### config.mk
export PLATFORM = sky130hd
export DESIGN_NAME = turbo_llr_demux
export DESIGN_NICKNAME = d
export VERILOG_FILES = /design/src/rtl/turbo_llr_pkg.sv /design/src/rtl/llr_frame_tracker.sv /design/src/rtl/llr_role_decode.sv /design/src/rtl/llr_out_stage.sv /design/src/rtl/turbo_llr_demux.sv
export SDC_FILE = /design/constraint.sdc
export NUM_CORES = 1
export LEC_CHECK = 0
export BUFFER_PORTS_ARGS = -buffer_cell sky130_fd_sc_hd__buf_2
export CORE_UTILIZATION = 59
export CTS_CLUSTER_SIZE = 12
export DETAILED_ROUTE_END_ITERATION = 7
export PLACE_DENSITY = 0.81
export SETUP_SLACK_MARGIN = 0.15
export SYNTH_ARGS = -nofsm -noshare
export SYNTH_HDL_FRONTEND = slang
export SYNTH_HIERARCHICAL = 1
export SYNTH_SLANG_ARGS = --single-unit
### constraint.sdc
create_clock -name clk_i -period 4 [get_ports clk_i]
set_clock_uncertainty 0.2 [all_clocks]
set_input_delay 0.6 -clock clk_i [delete_from_list [all_inputs] [get_ports clk_i]]
set_output_delay 0.6 -clock clk_i [all_outputs]
set_load 0.005 [all_outputs]
### src/rtl/turbo_llr_pkg.sv
package turbo_llr_pkg;
  typedef enum logic [1:0] {
    KIND_SYS  = 2'd0,
    KIND_PAR  = 2'd1,
    KIND_IPAR = 2'd2,
    KIND_ISYS = 2'd3
  } kind_e;

  typedef struct packed {
    logic  tail;
    kind_e kind;
  } role_t;

  localparam int unsigned TAIL_LEN = 12;
endpackage

### src/rtl/llr_frame_tracker.sv
module llr_frame_tracker #(
  parameter int unsigned K_W   = 13,
  parameter int unsigned K_MIN = 40,
  parameter int unsigned K_MAX = 6144
) (
  input  logic           clk_i,
  input  logic           rst_ni,
  input  logic           adv_i,
  input  logic           last_i,
  input  logic [K_W-1:0] k_i,
  output logic [K_W-1:0] cur_k_o,
  output logic           cur_tail_o,
  output logic [1:0]     cur_phase_o,
  output logic [K_W-1:0] cur_bit_o,
  output logic [3:0]     cur_tpos_o,
  output logic           err_o
);
  localparam logic [3:0] TPOS_LAST = 4'(turbo_llr_pkg::TAIL_LEN - 1);

  logic           busy_q, bad_q, tail_q;
  logic [K_W-1:0] k_q, bit_q;
  logic [1:0]     phase_q;
  logic [3:0]     tpos_q;

  logic first, cur_bad, fin, data_end, end_frame;

  assign first       = !busy_q;
  assign cur_k_o     = first ? k_i : k_q;
  assign cur_bad     = first ? ((k_i < K_W'(K_MIN)) || (k_i > K_W'(K_MAX))) : bad_q;
  assign cur_tail_o  = first ? 1'b0 : tail_q;
  assign cur_phase_o = first ? 2'd0 : phase_q;
  assign cur_bit_o   = first ? '0 : bit_q;
  assign cur_tpos_o  = first ? 4'd0 : tpos_q;

  assign fin       = cur_tail_o && (cur_tpos_o == TPOS_LAST);
  assign data_end  = !cur_tail_o && (cur_phase_o == 2'd2) &&
                     (({1'b0, cur_bit_o} + 1'b1) == {1'b0, cur_k_o});
  assign end_frame = last_i || (!cur_bad && fin);
  assign err_o     = cur_bad || (last_i != fin);

  always_ff @(posedge clk_i or negedge rst_ni) begin
    if (!rst_ni) begin
      busy_q  <= 1'b0;
      bad_q   <= 1'b0;
      tail_q  <= 1'b0;
      k_q     <= '0;
      bit_q   <= '0;
      phase_q <= 2'd0;
      tpos_q  <= 4'd0;
    end else if (adv_i) begin
      if (end_frame) begin
        busy_q <= 1'b0;
      end else begin
        busy_q <= 1'b1;
        k_q    <= cur_k_o;
        bad_q  <= cur_bad;
        tail_q <= cur_tail_o;
        bit_q  <= cur_bit_o;
        tpos_q <= cur_tpos_o;
        if (cur_tail_o) begin
          tpos_q  <= cur_tpos_o + 4'd1;
          phase_q <= 2'd0;
        end else if (cur_phase_o == 2'd2) begin
          phase_q <= 2'd0;
          if (data_end) begin
            tail_q <= 1'b1;
            tpos_q <= 4'd0;
          end else begin
            bit_q <= cur_bit_o + 1'b1;
          end
        end else begin
          phase_q <= cur_phase_o + 2'd1;
        end
      end
    end
  end

  AST_PHASE_LEGAL: assert property (@(posedge clk_i) disable iff (!rst_ni)
    busy_q && !tail_q |-> phase_q != 2'd3);
  AST_BIT_RANGE: assert property (@(posedge clk_i) disable iff (!rst_ni)
    busy_q && !bad_q && !tail_q |-> bit_q < k_q);
  AST_TPOS_RANGE: assert property (@(posedge clk_i) disable iff (!rst_ni)
    busy_q && !bad_q && tail_q |-> tpos_q <= TPOS_LAST);
  AST_K_HELD: assert property (@(posedge clk_i) disable iff (!rst_ni)
    busy_q && $past(busy_q) |-> $stable(k_q));
endmodule

### src/rtl/llr_role_decode.sv
module llr_role_decode #(
  parameter int unsigned K_W = 13
) (
  input  logic                 tail_i,
  input  logic [1:0]           phase_i,
  input  logic [3:0]           tpos_i,
  input  logic [K_W-1:0]       k_i,
  input  logic [K_W-1:0]       bit_i,
  output turbo_llr_pkg::role_t role_o,
  output logic [K_W-1:0]       idx_o
);
  import turbo_llr_pkg::*;

  logic       second_half;
  logic [3:0] toff;
  logic [1:0] j;

  assign second_half = (tpos_i >= 4'd6);
  assign toff        = second_half ? (tpos_i - 4'd6) : tpos_i;
  assign j           = toff[2:1];

  always_comb begin
    role_o.tail = tail_i;
    if (tail_i) begin
      if (second_half) role_o.kind = tpos_i[0] ? KIND_IPAR : KIND_ISYS;
      else             role_o.kind = tpos_i[0] ? KIND_PAR  : KIND_SYS;
      idx_o = k_i + K_W'(j);
    end else begin
      case (phase_i)
        2'd0:    role_o.kind = KIND_SYS;
        2'd1:    role_o.kind = KIND_PAR;
        default: role_o.kind = KIND_IPAR;
      endcase
      idx_o = bit_i;
    end
  end
endmodule

### src/rtl/llr_out_stage.sv
module llr_out_stage #(
  parameter int unsigned W = 8
) (
  input  logic         clk_i,
  input  logic         rst_ni,
  input  logic         valid_i,
  output logic         ready_o,
  input  logic [W-1:0] data_i,
  output logic         valid_o,
  input  logic         ready_i,
  output logic [W-1:0] data_o
);
  assign ready_o = !valid_o || ready_i;

  always_ff @(posedge clk_i or negedge rst_ni) begin
    if (!rst_ni) begin
      valid_o <= 1'b0;
      data_o  <= '0;
    end else if (ready_o) begin
      valid_o <= valid_i;
      if (valid_i) data_o <= data_i;
    end
  end

  AST_HOLD_STALL: assert property (@(posedge clk_i) disable iff (!rst_ni)
    valid_o && !ready_i |=> valid_o && $stable(data_o));
endmodule

### src/rtl/turbo_llr_demux.sv
module turbo_llr_demux #(
  parameter int unsigned LLR_W = 8,
  parameter int unsigned K_W   = 13,
  parameter int unsigned K_MIN = 40,
  parameter int unsigned K_MAX = 6144
) (
  input  logic             clk_i,
  input  logic             rst_ni,
  input  logic             in_valid_i,
  output logic             in_ready_o,
  input  logic [LLR_W-1:0] in_llr_i,
  input  logic             in_last_i,
  input  logic [K_W-1:0]   k_i,
  output logic             out_valid_o,
  input  logic             out_ready_i,
  output logic [LLR_W-1:0] out_llr_o,
  output logic [2:0]       out_role_o,
  output logic [K_W-1:0]   out_idx_o,
  output logic             out_err_o
);
  import turbo_llr_pkg::*;

  localparam int unsigned PAY_W = LLR_W + 3 + K_W + 1;

  logic           adv, err, tail;
  logic [K_W-1:0] cur_k, cur_bit, idx;
  logic [1:0]     phase;
  logic [3:0]     tpos;
  role_t          role;
  logic [PAY_W-1:0] pay_in, pay_out;

  assign adv = in_valid_i && in_ready_o;

  llr_frame_tracker #(.K_W(K_W), .K_MIN(K_MIN), .K_MAX(K_MAX)) u_trk (
    .clk_i      (clk_i),
    .rst_ni     (rst_ni),
    .adv_i      (adv),
    .last_i     (in_last_i),
    .k_i        (k_i),
    .cur_k_o    (cur_k),
    .cur_tail_o (tail),
    .cur_phase_o(phase),
    .cur_bit_o  (cur_bit),
    .cur_tpos_o (tpos),
    .err_o      (err)
  );

  llr_role_decode #(.K_W(K_W)) u_dec (
    .tail_i (tail),
    .phase_i(phase),
    .tpos_i (tpos),
    .k_i    (cur_k),
    .bit_i  (cur_bit),
    .role_o (role),
    .idx_o  (idx)
  );

  assign pay_in = {in_llr_i, role, idx, err};

  llr_out_stage #(.W(PAY_W)) u_out (
    .clk_i  (clk_i),
    .rst_ni (rst_ni),
    .valid_i(in_valid_i),
    .ready_o(in_ready_o),
    .data_i (pay_in),
    .valid_o(out_valid_o),
    .ready_i(out_ready_i),
    .data_o (pay_out)
  );

  assign {out_llr_o, out_role_o, out_idx_o, out_err_o} = pay_out;

  AST_DATA_NOT_ISYS: assert property (@(posedge clk_i) disable iff (!rst_ni)
    out_valid_o && !out_role_o[2] && !out_err_o |-> out_role_o[1:0] != 2'd3);
  AST_STALL_BLOCKS_IN: assert property (@(posedge clk_i) disable iff (!rst_ni)
    out_valid_o && !out_ready_i |-> !in_ready_o);
  AST_ACCEPT_SHOWS: assert property (@(posedge clk_i) disable iff (!rst_ni)
    in_valid_i && in_ready_o |=> out_valid_o && out_llr_o == $past(in_llr_i));
endmodule

Word level (Yosys, flattened, before mapping)

Index checks and enable logic that the tools add are counted.

Register bits after elaboration: 61
Input port bits: 26
Output and inout bits: 27

Add/subtract/negate cells: 6
Order comparisons: 3
Equal/unequal tests: 5
Mux-type cells: 25
Bitwise operators: 1
Reductions and logical operators: 15

Operators by type and width:

| cell                                                                   | count |
|---|---|
| 13-bit two-way mux                                                     | 6 |
| 4-bit two-way mux                                                      | 4 |
| 13-bit by 1-bit adder with 14-bit output (second input constant)       | 1 |
| 14-bit by 13-bit == test with 1-bit output                             | 1 |
| 13-bit by 1-bit adder with 13-bit output (second input constant)       | 1 |
| 13-bit by 2-bit adder with 13-bit output                               | 1 |
| 13-bit greater-than comparator (second input constant)                 | 1 |
| 13-bit by 6-bit < comparator with 1-bit output (second input constant) | 1 |
| 2-bit two-way mux                                                      | 5 |
| 1-bit two-way mux                                                      | 8 |
| 1-bit logical AND                                                      | 5 |
| 4-bit by 1-bit adder with 4-bit output (second input constant)         | 1 |
| 4-bit == test (second input constant)                                  | 1 |
| 4-bit by 3-bit >= comparator with 1-bit output (second input constant) | 1 |
| 1-bit logical OR                                                       | 4 |
| 2-bit case mux with 2 select lines                                     | 1 |
| 2-bit AND reduction                                                    | 2 |
| 1-bit logical NOT                                                      | 3 |
| 3-bit two-way mux                                                      | 1 |
| 3-bit subtractor (second input constant)                               | 1 |
| 2-bit by 1-bit adder with 2-bit output (second input constant)         | 1 |
| 2-bit by 1-bit == test with 1-bit output (second input constant)       | 1 |
| 2-bit == test (second input constant)                                  | 1 |
| 2-bit logical NOT                                                      | 1 |
| other kinds (2)                                                        | 2 |

Logic depth before layout (Yosys ltp)

Word-level depth: 8
Depth in mapped cells: 16
Depth with buffers taken out: 12

Cells and area by module

Netlist, hierarchy kept.

Modules (own cells, without submodules):

| module            | times used | cells an instance | area an instance (sq um) |
|---|---|---|---|
| llr_frame_tracker | 1          | 325               | 2697.6 |
| llr_out_stage     | 1          | 56                | 1079.8 |
| llr_role_decode   | 1          | 74                | 509.2 |
| turbo_llr_demux   | 1          | 1                 | 6.3 |

Worst setup path after synthesis

OpenSTA, ideal clock, no wires.

Path type: reg-to-reg
Start: register u_trk.busy_q
End: register u_out.data_o[9]
Library setup time: 125 ps
Arrival: 3299 ps
Setup slack: 376 ps
Cell stages (with the launch flop): 17
Cells stage by stage: dfrtp_1 buf_2 clkbuf_8 clkbuf_1 clkbuf_1 nand2_1 inv_1 ha_1 a211o_1 a21oi_1 ha_1 fa_1 nand4_1 nor2_1 xnor2_1 a21oi_1 mux2_4

Cells in the longest elaborated chain, start to end: 5
Elaborated cells between the ends (all ways): 9

RTL lines:

| element                                                                            | line                                         | text |
|---|---|---|
| start, declared                                                                    | llr_frame_tracker.sv:20                      | `logic busy_q, bad_q, tail_q;` |
| start signal, assigned                                                             | llr_frame_tracker.sv:43                      | `busy_q <= 1'b0;` |
| start signal, assigned                                                             | llr_frame_tracker.sv:52                      | `busy_q <= 1'b0;` |
| start signal, assigned                                                             | llr_frame_tracker.sv:54                      | `busy_q <= 1'b1;` |
| 4-bit two-way mux (*)                                                              | llr_frame_tracker.sv:33                      | `assign cur_tpos_o = first ? 4'd0 : tpos_q;` |
| via tpos[1]                                                                        | turbo_llr_demux.sv:28                        | `logic [3:0] tpos;` |
| 4-bit by 3-bit >= comparator with 1-bit output or 3-bit subtractor (tied branches) | llr_role_decode.sv:18, llr_role_decode.sv:19 |  |
| 3-bit two-way mux (*)                                                              | llr_role_decode.sv:19                        | `assign toff = second_half ? (tpos_i - 4'd6) : tpos_i;` |
| 13-bit by 2-bit adder with 13-bit output (*)                                       | llr_role_decode.sv:27                        | `idx_o = k_i + K_W'(j);` |
| 13-bit two-way mux (*)                                                             | llr_role_decode.sv:24                        | `if (tail_i) begin` |
| via idx[8]                                                                         | turbo_llr_demux.sv:26                        | `logic [K_W-1:0] cur_k, cur_bit, idx;` |
| end signal, assigned                                                               | llr_out_stage.sv:21                          | `if (valid_i) data_o <= data_i;` |
| end, declared                                                                      | llr_out_stage.sv:11                          | `output logic [W-1:0] data_o` |

The timed path passes the listed nets; every way through them passes the cells marked *.
A chain may end at the register's enable or synchronous reset.

Final worst setup path

Start: register u_trk.busy_q
End: register u_out.data_o[13]

The elaborated chain is that of the path after synthesis.

==> impl_metrics.yaml <==
status:
  outcome: "finished clean"
clock_network:
  h-tree-depth: 3
  root_buffer: "clkbuf_8"
  cts_made_buffers: 9
  clock_latency_ns: 0.34
  cts_buffer_depth: 2
  post_cts_resized: 0
  tritoncts: "yes"
  clock-sinks: 61
  cts_setup_buffers: 0
  path_clk_slew_ns: 0.07
hold_path:
  hold_class: "in -> reg"
logic_synthesis:
  yosysTopAreaCell: "dfrtp_1"
  syn_avg_cell_area_sq_um: 9.41
  ys.flop_type: "dfrtp_1"
  synth_warnings: 6
  synth_top_area_frac: 0.356
  synth_seq_area_share: 0.356
  synth_area_sq_mm: 0.00429
  synthArstFlopShare: 1.00
  ys_top_cells_by_count: "dfrtp_1, nand2_1, nor2_1"
  synth_nets: 488
  synth_edf_count: 0
  ys_types: 80
  syn_inst: 456
  synth_most_common_cell: "dfrtp_1"
  synth-seq-cells: 61
  synth.area.top_cells: "dfrtp_1, mux2_4, nand2_1, xnor2_1, nor2_1"
detailed_routing:
  via_per_inst: 6.11
  route.detailed.drc: 0
  wl_per_cell_microns: 17.9
  drt.antenna.violating_nets: 0
  drtIter0Drc: 252
  wl_microns: 10800
  vias: 3682
  firstDrtPassIters: 7
floorplan:
  io_pins: 53
  die_area_sq_mm: 0.00762
  row_count: 30
  fp.dieW_microns: 87.3
  core_sq_mm: 0.00691
  initial_core_util: 0.622
  die_h_microns: 87.3
global_route:
  antenna_found_initial: 0
  grt_pass1_vias: 3517
  grt_pass1_wl_microns: 17500
  grt.total_usage: 0.303
  grt_start_max_net_pins: 42
  grt_overflow_total: 0
layout:
  syn2layout_area_growth_pct: 10.8
  antenna-diode-count: 0
  fin_util: 0.688
  nNetsFinal: 534
  layout-drive-gt1-share: 0.272
setup_path:
  slowest_delay_ns: 0.41
  critPathCaptureType: "register"
  cp_cell_sequence: "buf_4, and2_1, ha_1, a211o_1, a21oi_1, ha_1, fa_1, nand4_1, nor4_2, xnor2_1, a21oi_1, mux2_4"
  crit_fanout: 16
  crit_required_ns: 4.03
  worst-setup-path-type: "reg -> reg"
  crit_path_start_kind: "register"
  slowest_stage: "dfrtp_1"
  cp_data_arrival_time_ns: 3.56
power:
  p_comb_frac: 0.254
  internal_power_mw: 1.19
  p_clk_frac: 0.315
  leakagePower_nw: 2.25
  cellPowerDensity_mw_per_mm2: 370
  switching_share: 0.323
  seq_power_share: 0.430
  p_switching_mw: 0.567
  ir_worst_vdd_mv: 0.254
timing:
  post-route-period-util: 0.882
  whs_ns: 0.284
  finalSetupTns_ns: 0
  max_freq_mhz: 283
  setup_violations: 0
  slew_violations: 0
  worst_pin_slew_ns: 1.13
  layout_min_cycle_time_ns: 3.53
  rsz0062_at_grt: "false"
  max_slew_margin: 0.248
  report.final.hold_viol_count: 0
placement:
  dp_hpwl_microns: 7820
  gp_congestion: 0.974
  io_buffers: 52
flow_run:
  cap_viol_max_count: 0
[layout make-up]
cell class	count	area, sq um
Multi-Input combinational cell	357	2530
Sequential cell	61	1530
Inverter	12	45.0
Fill cell	569	2150
Timing Repair Buffer	61	330
Tap cell	96	120
Clock inverter	6	62.6
Clock buffer	10	138
[placed cells by master, fill, tap and decap left out, types with 4 or more instances in the layout]
cell      netlist  routed
o21a_1          4       4
mux2_2          8       8
a21oi_1        25      25
nand3_1        21      21
nor3_1         10      10
xnor2_1        18      18
mux2_4         20      20
clkbuf_8        1      10
nor4_1          7       7
dfrtp_1        61      61
xor2_1          9       9
a21o_1         10      10
buf_2           3      52
nor2b_1         8       8
or3_1           5       5
nor2_1         36      35
and2_1         17      17
and2_2          4       4
ha_1            5       5
o21ai_0        14      14
and2b_2         4       4
buf_4           3       8
mux2i_1         7       7
nand2_1        51      51
a221o_1         5       5
inv_1          10      10
[sequential cells by signal, summed over array words and instances, names as in the netlist]
name           cells
u_out/data_o      25
u_out/valid_o      1
u_trk/bad_q        1
u_trk/bit_q       13
u_trk/busy_q       1
u_trk/k_q         13
u_trk/phase_q      2
u_trk/tail_q       1
u_trk/tpos_q       4
[kinds of logic (layout without fill, tap and decap cells)]
logic type,Yosys count,count (layout),synth area share
XOR/XNOR,27,27,0.0551
buffers and inverters,38,89,0.0571
flip-flops,61,61,0.356
AO/OA/AOI/OAI,90,90,0.146
AND/OR/NAND/NOR,197,197,0.254
adder cells (fa/ha/maj),6,6,0.0192
multiplexers,37,37,0.113
[metal layers]
| metal | vias to the layer above | routed length [microns] | GRT usage |
|---|---|---|---|
| met4 | 0 | 203 | 0.0984 |
| met3 | 22 | 615 | 0.0739 |
| met2 | 146 | 5300 | 0.492 |
| met5 | - | 0 | 0 |
| met1 | 1788 | 4690 | 0.396 |
| li1 | 1726 | - | - |
[worst paths after layout]
check,start,to,slack [ns],depth (start not counted)
max,u_trk/busy_q,u_out/data_o[13],0.47,12
min,in_llr_i[2],u_out/data_o[19],0.28,2
max reg2reg,u_trk/busy_q,u_out/data_o[13],0.47,12
min reg2reg,u_trk/k_q[3],u_trk/k_q[3],0.30,2
max in group asynchronous,rst_ni,u_out/data_o[22],2.41,3
min in group asynchronous,rst_ni,u_trk/tpos_q[3],0.50,2
[critical path, delay by kind of cell, from the launching register on]
| kind | cells | cell delay, ns |
|---|---|---|
| buffers and inverters | 1 | 0.20 |
| DFF | 1 | 0.41 |
| and+or+nand+nor | 3 | 0.78 |
| xor gates and xnor gates | 1 | 0.16 |
| muxes | 1 | 0.28 |
| AOI/OAI and AO/OA | 3 | 0.65 |
| adders and majority gates | 3 | 0.75 |
[stage by stage]
stage	instance area [sq um]	setup WS [ns]	power, mW	std cells
2_1_floorplan	4290	0.376	1.07	456
3_3_place_gp	4540	0.651	1.18	586
3_5_place_dp	4540	0.542	1.21	586
4_1_cts	4750	0.539	1.77	603
5_1_grt	4750	0.341	1.85	603
6_report	4750	0.472	1.76	603
[power by group through the flow]
stage	Clock, mW	Sequential (mW)	Combinational (mW)
6_report	0.554	0.756	0.447
3_5_place_dp	0	0.765	0.441
3_3_place_gp	0	0.761	0.424
4_1_cts	0.567	0.755	0.443
5_1_grt	0.594	0.766	0.491
2_1_floorplan	0	0.752	0.319
[timing repair]
item | 4_1_cts | 5_1_grt
endpoints found under the hold margin | 15 | 0
hold buffers | 1 | 0
setup endpoints to repair | 0 | 0
No activity file was read; power rests on OpenSTA's default activity.
